===== src/rtl/mpm_pkg.sv =====
package mpm_pkg;

  localparam int ANG_BITS = 5;
  localparam int AW       = ANG_BITS + 1;
  localparam int ANG_MOD  = 1 << ANG_BITS;

  typedef enum logic [1:0] {
    ST_IDLE = 2'd0,
    ST_SCAN = 2'd1,
    ST_FIN  = 2'd2
  } mpm_state_e;

  // shorter way round the circle of ANG_MOD codes
  function automatic logic [AW-1:0] ang_dist(input logic [AW-1:0] a,
                                             input logic [AW-1:0] b);
    logic [ANG_BITS-1:0] d;
    d = a[ANG_BITS-1:0] - b[ANG_BITS-1:0];
    if (d[ANG_BITS-1]) return AW'(ANG_MOD) - {1'b0, d};
    else               return {1'b0, d};
  endfunction

endpackage


===== src/rtl/mpm_cfg.sv =====
module mpm_cfg
  import mpm_pkg::*;
#(
  parameter int DW = 9,
  parameter int CW = 8,
  parameter int WW = 9
) (
  input  logic          clk,
  input  logic          rst_n,
  input  logic          we,
  input  logic [2:0]    addr,
  input  logic [WW-1:0] wdata,
  output logic [AW-1:0] tol_dir,
  output logic [DW-1:0] tol_dist,
  output logic [AW-1:0] tol_rad,
  output logic [AW-1:0] tol_pos,
  output logic [CW-1:0] cnt_in,
  output logic [CW-1:0] cnt_tpl,
  output logic          cnt_wr
);

  logic [7:0] sel;

  always_comb begin
    sel = '0;
    if (we) sel[addr] = 1'b1;
  end

  assign cnt_wr = sel[4] | sel[5];

  always_ff @(posedge clk or negedge rst_n) begin
    if (!rst_n) begin
      tol_dir  <= '0;
      tol_dist <= '0;
      tol_rad  <= '0;
      tol_pos  <= '0;
      cnt_in   <= '0;
      cnt_tpl  <= '0;
    end else begin
      if (sel[0]) tol_dir  <= wdata[AW-1:0];
      if (sel[1]) tol_dist <= wdata[DW-1:0];
      if (sel[2]) tol_rad  <= wdata[AW-1:0];
      if (sel[3]) tol_pos  <= wdata[AW-1:0];
      if (sel[4]) cnt_in   <= wdata[CW-1:0];
      if (sel[5]) cnt_tpl  <= wdata[CW-1:0];
    end
  end

endmodule


===== src/rtl/mpm_nb_box.sv =====
module mpm_nb_box
  import mpm_pkg::*;
#(
  parameter int DW = 9
) (
  input  logic [DW-1:0] a_dist,
  input  logic [AW-1:0] a_rad,
  input  logic [AW-1:0] a_pos,
  input  logic [DW-1:0] b_dist,
  input  logic [AW-1:0] b_rad,
  input  logic [AW-1:0] b_pos,
  input  logic [DW-1:0] tol_dist,
  input  logic [AW-1:0] tol_rad,
  input  logic [AW-1:0] tol_pos,
  output logic          hit
);

  logic [DW-1:0] dd;
  logic [AW-1:0] dr;
  logic [AW-1:0] dp;

  always_comb begin
    dd  = (a_dist >= b_dist) ? (a_dist - b_dist) : (b_dist - a_dist);
    dr  = ang_dist(a_rad, b_rad);
    dp  = ang_dist(a_pos, b_pos);
    hit = (dd <= tol_dist) && (dr <= tol_rad) && (dp <= tol_pos);
  end

endmodule


===== src/rtl/mpm_pick.sv =====
module mpm_pick #(
  parameter int N = 6
) (
  input  logic [N-1:0] cand,
  output logic [N-1:0] grant,
  output logic         any
);

  // isolate lowest set bit
  assign grant = cand & (~cand + N'(1));
  assign any   = |cand;

endmodule


===== src/rtl/minutia_pair_matcher.sv =====
module minutia_pair_matcher
  import mpm_pkg::*;
#(
  parameter int NNB      = 6,
  parameter int DW       = 9,
  parameter int CW       = 8,
  parameter int BW       = 16,
  parameter int MATCH_TH = 3
) (
  input  logic                              clk,
  input  logic                              rst_n,
  input  logic                              cfg_we,
  input  logic [2:0]                        cfg_addr,
  input  logic [((DW > CW) ? DW : CW)-1:0]  cfg_wdata,
  input  logic                              in_valid,
  output logic                              in_ready,
  input  logic [AW + NNB*(DW+2*AW)-1:0]     in_desc,
  input  logic [AW + NNB*(DW+2*AW)-1:0]     tpl_desc,
  output logic                              res_valid,
  output logic                              res_match,
  output logic [$clog2(NNB+1)-1:0]          res_marks,
  output logic [BW-1:0]                     pair_count,
  output logic [CW-1:0]                     max_count
);

  localparam int WW     = (DW > CW) ? DW : CW;
  localparam int NBW    = DW + 2*AW;
  localparam int DESC_W = AW + NNB*NBW;
  localparam int IW     = (NNB > 1) ? $clog2(NNB) : 1;
  localparam int MW     = $clog2(NNB+1);

  // configuration
  logic [AW-1:0] tol_dir, tol_rad, tol_pos;
  logic [DW-1:0] tol_dist;
  logic [CW-1:0] cnt_in, cnt_tpl;
  logic          cnt_wr;
  logic          idle;

  assign idle = (st_q == ST_IDLE);

  mpm_cfg #(.DW(DW), .CW(CW), .WW(WW)) u_cfg (
    .clk      (clk),
    .rst_n    (rst_n),
    .we       (cfg_we & idle),
    .addr     (cfg_addr),
    .wdata    (cfg_wdata),
    .tol_dir  (tol_dir),
    .tol_dist (tol_dist),
    .tol_rad  (tol_rad),
    .tol_pos  (tol_pos),
    .cnt_in   (cnt_in),
    .cnt_tpl  (cnt_tpl),
    .cnt_wr   (cnt_wr)
  );

  // state
  mpm_state_e        st_q, st_d;
  logic [IW-1:0]     idx_q, idx_d;
  logic [NNB-1:0]    used_q, used_d;
  logic [MW-1:0]     marks_q, marks_d;
  logic              gate_q, gate_d;
  logic [BW-1:0]     pair_q, pair_d;
  logic [DESC_W-1:0] in_q, tpl_q;
  logic              ld_en;

  // descriptor fields
  logic [DW-1:0] in_dist  [NNB];
  logic [AW-1:0] in_rad   [NNB];
  logic [AW-1:0] in_pos   [NNB];
  logic [DW-1:0] tp_dist  [NNB];
  logic [AW-1:0] tp_rad   [NNB];
  logic [AW-1:0] tp_pos   [NNB];
  logic [NNB-1:0] hit_vec, cand, grant;
  logic           grant_any;
  logic           dir_ok;

  genvar k;
  generate
    for (k = 0; k < NNB; k++) begin : g_nb
      assign in_dist[k] = in_q [AW + k*NBW          +: DW];
      assign in_rad[k]  = in_q [AW + k*NBW + DW     +: AW];
      assign in_pos[k]  = in_q [AW + k*NBW + DW + AW +: AW];
      assign tp_dist[k] = tpl_q[AW + k*NBW          +: DW];
      assign tp_rad[k]  = tpl_q[AW + k*NBW + DW     +: AW];
      assign tp_pos[k]  = tpl_q[AW + k*NBW + DW + AW +: AW];

      mpm_nb_box #(.DW(DW)) u_box (
        .a_dist   (in_dist[idx_q]),
        .a_rad    (in_rad[idx_q]),
        .a_pos    (in_pos[idx_q]),
        .b_dist   (tp_dist[k]),
        .b_rad    (tp_rad[k]),
        .b_pos    (tp_pos[k]),
        .tol_dist (tol_dist),
        .tol_rad  (tol_rad),
        .tol_pos  (tol_pos),
        .hit      (hit_vec[k])
      );
    end
  endgenerate

  assign cand = hit_vec & ~used_q;

  mpm_pick #(.N(NNB)) u_pick (
    .cand  (cand),
    .grant (grant),
    .any   (grant_any)
  );

  assign dir_ok = (ang_dist(in_desc[AW-1:0], tpl_desc[AW-1:0]) <= tol_dir);

  // outputs
  assign in_ready   = idle;
  assign res_valid  = (st_q == ST_FIN);
  assign res_match  = res_valid && gate_q && (marks_q >= MW'(MATCH_TH));
  assign res_marks  = marks_q;
  assign pair_count = pair_q;
  assign max_count  = (cnt_in >= cnt_tpl) ? cnt_in : cnt_tpl;

  // next state
  always_comb begin
    st_d    = st_q;
    idx_d   = idx_q;
    used_d  = used_q;
    marks_d = marks_q;
    gate_d  = gate_q;
    pair_d  = pair_q;
    ld_en   = 1'b0;
    case (st_q)
      ST_IDLE: begin
        if (in_valid) begin
          ld_en   = 1'b1;
          idx_d   = '0;
          used_d  = '0;
          marks_d = '0;
          gate_d  = dir_ok;
          st_d    = dir_ok ? ST_SCAN : ST_FIN;
        end
      end
      ST_SCAN: begin
        if (grant_any) begin
          used_d  = used_q | grant;
          marks_d = marks_q + 1'b1;
        end
        if (idx_q == IW'(NNB-1)) st_d = ST_FIN;
        else                     idx_d = idx_q + 1'b1;
      end
      ST_FIN: begin
        st_d = ST_IDLE;
        if (res_match) pair_d = pair_q + 1'b1;
      end
      default: st_d = ST_IDLE;
    endcase
    if (cnt_wr) pair_d = '0;
  end

  // registers
  always_ff @(posedge clk or negedge rst_n) begin
    if (!rst_n) begin
      st_q    <= ST_IDLE;
      idx_q   <= '0;
      used_q  <= '0;
      marks_q <= '0;
      gate_q  <= 1'b0;
      pair_q  <= '0;
    end else begin
      st_q    <= st_d;
      idx_q   <= idx_d;
      used_q  <= used_d;
      marks_q <= marks_d;
      gate_q  <= gate_d;
      pair_q  <= pair_d;
    end
  end

  always_ff @(posedge clk or negedge rst_n) begin
    if (!rst_n) begin
      in_q  <= '0;
      tpl_q <= '0;
    end else if (ld_en) begin
      in_q  <= in_desc;
      tpl_q <= tpl_desc;
    end
  end

  // assertions
  AST_READY_NO_RESULT: assert property (@(posedge clk) disable iff (!rst_n)
    in_ready |-> !res_valid);
  AST_REJECT_NO_MARKS: assert property (@(posedge clk) disable iff (!rst_n)
    (res_valid && !gate_q) |-> (res_marks == '0));
  AST_GRANT_FREE: assert property (@(posedge clk) disable iff (!rst_n)
    (st_q == ST_SCAN) |-> ($onehot0(grant) && ((grant & used_q) == '0)));
  AST_MARKS_MATCH_USED: assert property (@(posedge clk) disable iff (!rst_n)
    ($countones(used_q) == int'(marks_q)));
  AST_SCAN_ENDS: assert property (@(posedge clk) disable iff (!rst_n)
    (st_q == ST_SCAN && idx_q == IW'(NNB-1)) |=> res_valid);
  AST_B_STEP: assert property (@(posedge clk) disable iff (!rst_n)
    (res_valid && res_match) |=> (pair_q == BW'($past(pair_q) + 1'b1)));
  AST_B_HOLD: assert property (@(posedge clk) disable iff (!rst_n)
    (!res_valid && !cnt_wr) |=> $stable(pair_q));
  AST_CFG_FROZEN: assert property (@(posedge clk) disable iff (!rst_n)
    !in_ready |=> ($stable(tol_dist) && $stable(tol_dir)));

endmodule


===== config.mk =====
export PLATFORM = sky130hd
export DESIGN_NAME = minutia_pair_matcher
export DESIGN_NICKNAME = d
export VERILOG_FILES = /design/src/rtl/mpm_pkg.sv /design/src/rtl/mpm_cfg.sv /design/src/rtl/mpm_nb_box.sv /design/src/rtl/mpm_pick.sv /design/src/rtl/minutia_pair_matcher.sv
export SDC_FILE = /design/constraint.sdc
export NUM_CORES = 1
export LEC_CHECK = 0
export BUFFER_PORTS_ARGS = -buffer_cell sky130_fd_sc_hd__buf_4
export CAP_MARGIN = 10
export CORE_ASPECT_RATIO = 0.7
export CORE_MARGIN = 4
export CORE_UTILIZATION = 45
export CTS_CLUSTER_SIZE = 12
export DETAILED_ROUTE_END_ITERATION = 8
export HOLD_SLACK_MARGIN = 0.02
export PLACE_DENSITY = 0.67
export RECOVER_POWER = 100
export SKIP_LAST_GASP = 1
export SLEW_MARGIN = 20
export SYNTH_ARGS = -nofsm -noshare
export SYNTH_HDL_FRONTEND = slang
export SYNTH_SLANG_ARGS = --single-unit
export TNS_END_PERCENT = 30

===== constraint.sdc =====
create_clock -name clk -period 7.8 [get_ports clk]
set_clock_uncertainty 0.1 [all_clocks]
set_input_delay 1.56 -clock clk [delete_from_list [all_inputs] [get_ports clk]]
set_output_delay 1.56 -clock clk [all_outputs]
set_load 0.02 [all_outputs]

# Yosys cells after proc, flatten, opt, wreduce, memory -nomap -nowiden

Index checks and enable logic that the tools add are counted.

Bits in registers: 337
Input bits: 280
Word-level logic and storage cells: 175

Add/sub/neg operators: 42
Order comparisons: 30
Eq/ne operators: 7
Multiplexer cells: 49
Bitwise logic cells: 8
Reduce and logical (&&, ||, !) cells: 25

Operator list:

| cell                                             | number |
|---|---|
| subtractor 9 bit                                 | 12 |
| 2-to-1 mux 6 bit                                 | 16 |
| less-or-equal comparator 6 bit                   | 13 |
| subtractor 6 x 5 -> 6 bit (first input constant) | 13 |
| 2-to-1 mux 9 bit                                 | 8 |
| subtractor 5 bit                                 | 13 |
| greater-or-equal comparator 9 bit                | 6 |
| less-or-equal comparator 9 bit                   | 6 |
| 2-to-1 mux 16 bit                                | 3 |
| binary-select mux 6 bit (select 3 bit)           | 2 |
| binary-select mux 9 bit (select 3 bit)           | 1 |
| 2-to-1 mux 5 bit                                 | 4 |
| adder 16 x 1 -> 16 bit (second input constant)   | 1 |
| logical AND 1 bit                                | 15 |
| bitwise AND 6 bit                                | 2 |
| inverter 6 bit                                   | 2 |
| one-hot mux 3 bit (2 select lines)               | 2 |
| one-hot mux 6 bit (2 select lines)               | 1 |
| 2-to-1 mux 3 bit                                 | 3 |
| greater-or-equal comparator 8 bit                | 1 |
| 2-to-1 mux 8 bit                                 | 1 |
| != test 2 bit (second input constant)            | 4 |
| adder 3 x 1 -> 3 bit (second input constant)     | 2 |
| adder 6 x 1 -> 6 bit (second input constant)     | 1 |
| 20 further kinds                                 | 29 |

# Longest topological paths before layout

Gate-level depths: netlist (run 1).

Depth in word-level cells: 17
Gate-level depth with buffers: 29
Mapped depth without buffers: 24

# Hierarchy

From an unflattened synthesis (run 1), not the netlist that was laid out.

Cell total of the unflattened synthesis: 3065
Area, all modules: 25474.4 µm²

By module, submodules not included:

| module                          | instances | cells each | area each (µm²) | seq. area each (µm²) |
|---|---|---|---|---|
| minutia_pair_matcher            | 1         | 1398       | 12548.3         | 7081.8 |
| mpm_nb_box at g_nb[0].u_box ... | 3         | 260        | 1866.8          | 0.0 |
| mpm_nb_box at g_nb[2].u_box ... | 2         | 260        | 1854.3          | 0.0 |
| mpm_nb_box at g_nb[1].u_box     | 1         | 261        | 1855.5          | 0.0 |
| mpm_cfg                         | 1         | 97         | 1699.1          | 1076.0 |
| mpm_pick                        | 1         | 9          | 62.6            | 0.0 |

# Worst setup path before layout (run 1)

Ideal clock, no wire load.

Path type: register -> register
From: reg idx_q[0]
To: reg marks_q[0] (netlist: res_marks[0])
Data arrival time: 7345 ps
Slack: 229 ps
Cell stages (with the launch flop): 27
Clock period less this slack: 7571 ps
Path through: dfrtp_1 -> clkbuf_1 -> buf_2 -> buf_2 -> buf_2 -> mux2i_1 -> nor2_1 -> a21oi_1 -> inv_1 -> ha_1 -> nor2b_4 -> o31a_1 -> o21a_1 -> o31a_1 -> mux2_4 -> or3_1 -> a211o_1 -> and4_1 -> ha_1 -> nand2_1 -> o21ai_0 -> nand2b_1 -> nor3b_1 -> o311ai_1 -> or4_1 -> clkbuf_1 -> a221o_1

Word-level cells in the longest chain between the ends: 14
Elaborated cells between the ends (all ways): 104
Classes of those cells: add/sub (36); order compare (24); eq/ne (1); mux (27); bitwise (2); reduce/logical (14)

Ends and longest elaborated chain:

| item                                                 | line                                                                               | source |
|---|---|---|
| from (decl)                                          | minutia_pair_matcher.sv:58                                                         | `logic [IW-1:0] idx_q, idx_d;` |
| from (signal assigned)                               | minutia_pair_matcher.sv:168                                                        | `idx_q <= idx_d;` |
| inverter 3 -> 4 bit (implied by the code) *          | minutia_pair_matcher.sv:88, minutia_pair_matcher.sv:89, minutia_pair_matcher.sv:90 |  |
| binary-select mux 6 bit (select 3 bit)               | minutia_pair_matcher.sv:89                                                         | `.a_rad (in_rad[idx_q]),` |
| 2-to-1 mux 5 bit (implied by the code) (2 in series) | minutia_pair_matcher.sv:89                                                         |  |
| subtractor 5 bit                                     | mpm_pkg.sv:17                                                                      | `d = a[ANG_BITS-1:0] - b[ANG_BITS-1:0];` |
| subtractor 6 x 5 -> 6 bit                            | mpm_pkg.sv:18                                                                      | `if (d[ANG_BITS-1]) return AW'(ANG_MOD) - {1'b0, d};` |
| 2-to-1 mux 6 bit                                     | mpm_pkg.sv:18                                                                      |  |
| less-or-equal comparator 6 bit                       | mpm_nb_box.sv:26                                                                   | `hit = (dd <= tol_dist) && (dr <= tol_rad) && (dp <= tol_pos);` |
| logical AND 1 bit (2 in series)                      | mpm_nb_box.sv:26                                                                   |  |
| bitwise AND 6 bit *                                  | minutia_pair_matcher.sv:102                                                        | `assign cand = hit_vec & ~used_q;` |
| OR reduction 6 bit *                                 | mpm_pick.sv:11                                                                     | `assign any = \|cand;` |
| != test 2 bit (no source line) *                     | n/a                                                                                |  |
| AND reduction 3 bit (no source line) *               | n/a                                                                                |  |
| to (signal assigned)                                 | minutia_pair_matcher.sv:170                                                        | `marks_q <= marks_d;` |
| to (decl)                                            | minutia_pair_matcher.sv:60                                                         | `logic [MW-1:0] marks_q, marks_d;` |

Mark *: on every way between the ends. The rest lies on a longest branch, timed or not. The select of a mux whose other input is x is not followed.
A chain may end at the register's enable or synchronous reset.

# Final worst setup path (run 1)

Ends and elaborated chain as after synthesis.

==> impl_metrics.tcl, run 1 <==
set metrics [dict create \
    outcome "complete, but fails checks" \
    violations "capacitance limit, slew limit" \
    overflow 0 \
    placeableCoreArea_sq_um 49400 \
    numPortBuffers 283 \
    setup_viol 0 \
    path_class "register to register" \
    hold_class "register to register" \
    drt_iter0_markers 1323 \
    post_cts_buffers 0 \
    vias_per_cell 5.40 \
    tightest_slew_ns 5.65 \
    dr.pass1.iters 5 \
    grt_setup_unrepaired "false" \
    ctsHoldBuffers 0 \
    clock_path_buffers 3 \
    hpwl_mm 49.6 \
    yosysMostFrequentCell "nand2_1" \
    synthTopCellsByCount "nand2_1 (600), ha_1 (312), dfrtp_1 (302)" \
    yosysTopAreaCell "dfrtp_1" \
    ys.flop_type "dfrtp_1" \
    wire_per_inst_um 18.9 \
    drc_errors 0 \
    syn_area_sq_um 22600 \
    synth_edf_count 0 \
    insertion_delay_ns 0.53 \
    h-tree-depth 2 \
    num_vias 18962 \
    path_max_fanout 25 \
    synth.top_cell.area_share_pct 33.5 \
    end_kind "register" \
    antenna_found_initial 6 \
    drive_gt1_share_pct 15.7 \
    wl_mm 66.1 \
    avgSynthCellArea_sq_um 8.88 \
    ys_seq_elements 302 \
    cts_buffers 35 \
    drv_slew 569 \
    period_minus_slack_ns 7.29 \
    slew_headroom_pct -277 \
    critPathRequiredTime_ns 8.11 \
    worst-path-buf-inv 3 \
    ys_top_cells_by_area "dfrtp_1 (33%), ha_1 (17%), nand2_1 (10%)" \
    drtAntennaViolNets 0 \
    cts.sinks 302 \
    finalHoldViolations 0 \
    grt_pass1_wl_mm 103 \
    arrival_ns 7.61 \
    tns_ns 0 \
    rows 68 \
    clk_pin_slew_ns 0.06 \
    initial_core_util_pct 45.7 \
    grt_max_degree 197 \
    cp_slowest_stage_delay_ns 0.70 \
    cts_tree "built" \
    synthCells 2542 \
    grt.total_usage_pct 24.1 \
    pin_count 310 \
    die_h_um 195 \
    yosys_warnings 0 \
    worstPathCellList "buf_4 -> mux2i_1 -> nor2_1 -> a21oi_2 -> inv_1 -> buf_4 -> ha_1 -> nor2b_1 -> o31ai_1 -> nor4b_1 -> o21ai_1 -> mux2i_1 -> o22ai_1 -> or3b_1 -> xor2_1 -> ha_1 -> a21oi_1 -> o21ai_0 -> a2111oi_0 -> o211ai_1 -> o311ai_0 -> or4_1 -> nor2_1 -> a221o_1" \
    timing.fmax_ghz 0.137 \
    fin_crit_sh_pct 93.5 \
    die-area_sq_um 53900 \
    path_delay_family "compound AO/OA/AOI/OAI gates" \
    cts_root_buf "clkbuf_16" \
    ys_seq_area_share_pct 33.5 \
    cap_violations 6 \
    startpoint_type "register" \
    nNetsFinal 3441 \
    die_w_um 276 \
    place.gp.congestion 0.881 \
    grt_pass1_vias 19271 \
    ctsResizeCount 0 \
    slowest_stage "a2111oi_0" \
    synth_cell_type_count 72 \
    syn2layout_area_growth_pct 17.4 \
    async_flop_share_pct 100 \
]
-- cell type report --
class / count / area (sq um)
Clock buffer: 42 / 932
Sequential cell: 302 / 7560
Tap cell: 665 / 832
Fill cell: 4567 / 22900
Multi-Input combinational cell: 1958 / 13900
Inverter: 205 / 769
Timing Repair Buffer: 322 / 2300
Antenna cell: 2 / 5.00
Clock inverter: 13 / 164
-- flip-flops by register name (all words and copies together), names as in the netlist, 2 cells and up --
| register | cells |
|---|---|
| res_marks | 3 |
| st_q | 2 |
| u_cfg.tol_dist | 9 |
| u_cfg.tol_pos | 6 |
| in_q | 114 |
| u_cfg.cnt_tpl | 8 |
| u_cfg.tol_dir | 6 |
| u_cfg.tol_rad | 6 |
| u_cfg.cnt_in | 8 |
| tpl_q | 114 |
| pair_count | 16 |
| used_q | 6 |
| idx_q | 3 |
-- layer usage --
metal  vias to the layer above  share of wire [%]  GRT usage (%)  routed length (um)
li1                       9231                  -              -                   -
met1                      9015                 46           34.1               30300
met2                       551                 43           36.7               28300
met3                       155                7.4           5.22                4910
met4                        10                3.8           8.62                2520
met5                         -              0.085              0                  56
-- worst register-to-register path: cells and delay by family, from the launching register on --
kind | cells | cell delay [ns]
buffers and inverters | 3 | 0.98
adders and majority gates | 2 | 0.65
and+or+nand+nor | 6 | 1.34
xor gates and xnor gates | 1 | 0.15
AOI/OAI and AO/OA | 10 | 2.69
muxes | 2 | 0.66
DFF | 1 | 0.58
-- cells by family (layout without fill, tap and decap cells) --
kind of cell | after synthesis | count (layout) | share of synthesized area (%)
simple gates | 868 | 868 | 16.3
compound gates | 469 | 469 | 12.9
fa+ha+maj | 337 | 337 | 19.5
flops | 302 | 302 | 33.5
buf+inv | 294 | 582 | 4.94
mux | 142 | 142 | 7.80
xor+xnor | 129 | 129 | 5.01
other cells | 1 | 15 | 0.0166
-- cell usage in the layout (no fill, tap or decap), types with 72 or more instances in the layout --
| cell | n |
|---|---|
| ha_1 | 312 |
| a21oi_1 | 129 |
| o21ai_0 | 128 |
| inv_1 | 205 |
| nor2_1 | 86 |
| xnor2_1 | 95 |
| mux2_2 | 72 |
| nand2_1 | 600 |
| buf_4 | 285 |
| dfrtp_1 | 301 |
-- metrics by stage --
step	worst slack (ns)	hold WS [ns]	std cells	util, %	instance area (sq um)
floorplan	0.229	0.338	2554	-	22600
global placement	0.733	0.354	3452	51.7	25600
detailed placement	0.678	0.360	3452	51.7	25600
CTS	0.635	0.375	3507	54.0	26700
global route	0.158	0.389	3507	53.6	26500
finish	0.509	0.372	3509	53.6	26500
-- final timing paths --
check / to / depth (start not counted) / slack, ns / from
min reg2reg: in_q[85] / 2 / 0.37 / in_q[85]
min: in_q[85] / 2 / 0.37 / in_q[85]
max in group asynchronous: in_q[28] / 1 / 1.39 / rst_n
max: res_marks[0] / 24 / 0.51 / idx_q[0]
max reg2reg: res_marks[0] / 24 / 0.51 / idx_q[0]
min in group asynchronous: tpl_q[77] / 1 / 2.94 / rst_n
Power of run 1 is not shown: default switching activity piles up to over one toggle a cycle in this logic, so the estimate is an artifact.
==> run 2: changes to the inputs <==
--- a/config.mk
+++ b/config.mk
@@ -14,7 +14,7 @@
 export DETAILED_ROUTE_END_ITERATION = 8
 export HOLD_SLACK_MARGIN = 0.02
 export PLACE_DENSITY = 0.67
-export RECOVER_POWER = 100
+export RECOVER_POWER = 25
 export SKIP_LAST_GASP = 1
 export SLEW_MARGIN = 20
 export SYNTH_ARGS = -nofsm -noshare
==> run 2 against run 1 <==
  * The flow still finishes with violations (capacitance limit, slew limit)
  * Count of clock-buffer cells in the layout stayed put
  * Final area up 0.52%
  * Register-to-register slack improved by 0.05 ns
  * Maximum frequency up 0.75%
  * Non-clock buffer count is the same
  * Setup slack better by 0.054 ns
  * Critical path depth unchanged
  * Worst hold slack barely moved
  * Largest cell class unchanged
  * Highest routed layer unchanged
==> impl_metrics.tcl, run 2 (synthesis gave the netlist of run 1 again) <==
set metrics [dict create \
    num_vias 18934 \
    vias_per_cell 5.40 \
    slew_headroom_pct -278 \
    drt_iter0_markers 1254 \
    final_cell_mix "nand2_1 (599), buf_4 (317), ha_1 (312)" \
    pin_count 310 \
    grt_pass1_wl_mm 103 \
    post_layout_nonfiller_instances 3509 \
    drc_errors 0 \
    grt_pass1_vias 19271 \
    overflow 0 \
    fin_crit_sh_pct 92.8 \
    setup_slack_ns 0.563 \
    final_common_cell "nand2_1" \
    violations "capacitance limit, slew limit" \
    wl_mm 66.0 \
    die_h_um 195 \
    grt.total_usage_pct 24.1 \
    cts_tree "built" \
    rows 68 \
    ctsResizeCount 0 \
    period_minus_slack_ns 7.24 \
    path_common_cell "a21oi_1" \
    timing.fmax_ghz 0.138 \
    syn2layout_area_growth_pct 18.1 \
    setup_viol 0 \
    place.gp.congestion 0.881 \
    startpoint_type "register" \
    arrival_ns 7.55 \
    drive_gt1_share_pct 16.9 \
    grt_setup_unrepaired "false" \
    insertion_delay_ns 0.54 \
    hpwl_mm 49.6 \
    placeableCoreArea_sq_um 49400 \
    path_class "register to register" \
    finalHoldViolations 0 \
    slowest_stage "a2111oi_0" \
    path_delay_family "compound AO/OA/AOI/OAI gates" \
    hold_class "register to register" \
    cts_root_buf "clkbuf_16" \
    cp_slowest_stage_delay_ns 0.67 \
    worst-path-buf-inv 3 \
    h-tree-depth 2 \
    die_w_um 276 \
    grt_max_degree 197 \
    worstPathCellList "buf_4 -> mux2i_1 -> nor2_1 -> a21oi_1 -> buf_4 -> inv_1 -> ha_1 -> nand3_1 -> o31ai_1 -> a21oi_1 -> o21ai_1 -> mux2i_1 -> o22ai_1 -> or3b_1 -> xor2_1 -> ha_1 -> a21oi_1 -> o21ai_0 -> a2111oi_0 -> o211ai_1 -> o311ai_1 -> or4_1 -> nor2_1 -> a221o_1" \
    outcome "complete, but fails checks" \
    cts.sinks 302 \
    post_cts_buffers 0 \
    dr.pass1.iters 6 \
    clock_path_buffers 3 \
    n_fill_cell 4525 \
    drv_slew 142 \
    drtAntennaViolNets 0 \
    path_max_fanout 25 \
    clk_pin_slew_ns 0.06 \
    nNetsFinal 3441 \
    tightest_slew_ns 5.67 \
    cts_buffers 35 \
    initial_core_util_pct 45.7 \
    tns_ns 0 \
    place_inst 3452 \
    end_kind "register" \
    numPortBuffers 283 \
    post-route-util_pct 53.9 \
    critPathRequiredTime_ns 8.12 \
    antenna_found_initial 6 \
    wire_per_inst_um 18.8 \
    post-place-ws_ns 0.678 \
    ctsHoldBuffers 0 \
    cap_violations 2 \
    die-area_sq_um 53900 \
]
==> run 2: cell types whose count changed in the layout (fill, tap and decap cells not counted), sizes merged <==
cell | before | now
buf | 286 | 319
clkbuf | 78 | 45
==> run 2: through the flow <==
| stage | instance area, sq um | hold slack [ns] |
|---|---|---|
| after global placement | 25600 | 0.354 |
| after CTS | 26700 | 0.375 |
| after global routing | 26600 | 0.389 |
| after floorplan | 22600 | 0.338 |
| after detailed placement | 25600 | 0.360 |
| final | 26600 | 0.372 |
==> run 2: cell type report <==
cell class	count	area (sq um)	share of cell area, %
antenna	2	5.00	0.0188
clock buffer	42	932	3.50
clock inverter	13	164	0.615
inverter	205	769	2.89
multi-input combinational	1958	14000	52.4
sequential	302	7560	28.4
tap	665	832	3.12
timing repair buffer	322	2430	9.12
==> run 2: worst min-delay path: stages (launching register included) <==
cell and delay, ns:
dfrtp_1 0.34, nand2_1 0.05, nand2_1 0.05
==> run 2: worst paths after layout <==
path / from / to / slack [ns] / depth (start not counted)
max: idx_q[0] / res_marks[0] / 0.56 / 24
min: in_q[85] / in_q[85] / 0.37 / 2
max reg2reg: idx_q[0] / res_marks[0] / 0.56 / 24
min reg2reg: in_q[85] / in_q[85] / 0.37 / 2
max in group asynchronous: rst_n / in_q[28] / 1.38 / 1
min in group asynchronous: rst_n / tpl_q[77] / 2.95 / 1
==> run 2: per-layer routing <==
layer	track usage, %	share of wire, %	up-vias
met5	0	0.085	-
met3	5.22	7.3	149
li1	-	-	9244
met2	36.7	43	538
met4	8.62	3.8	10
met1	34.1	46	8993
Power of run 2 is left out for the same reason.
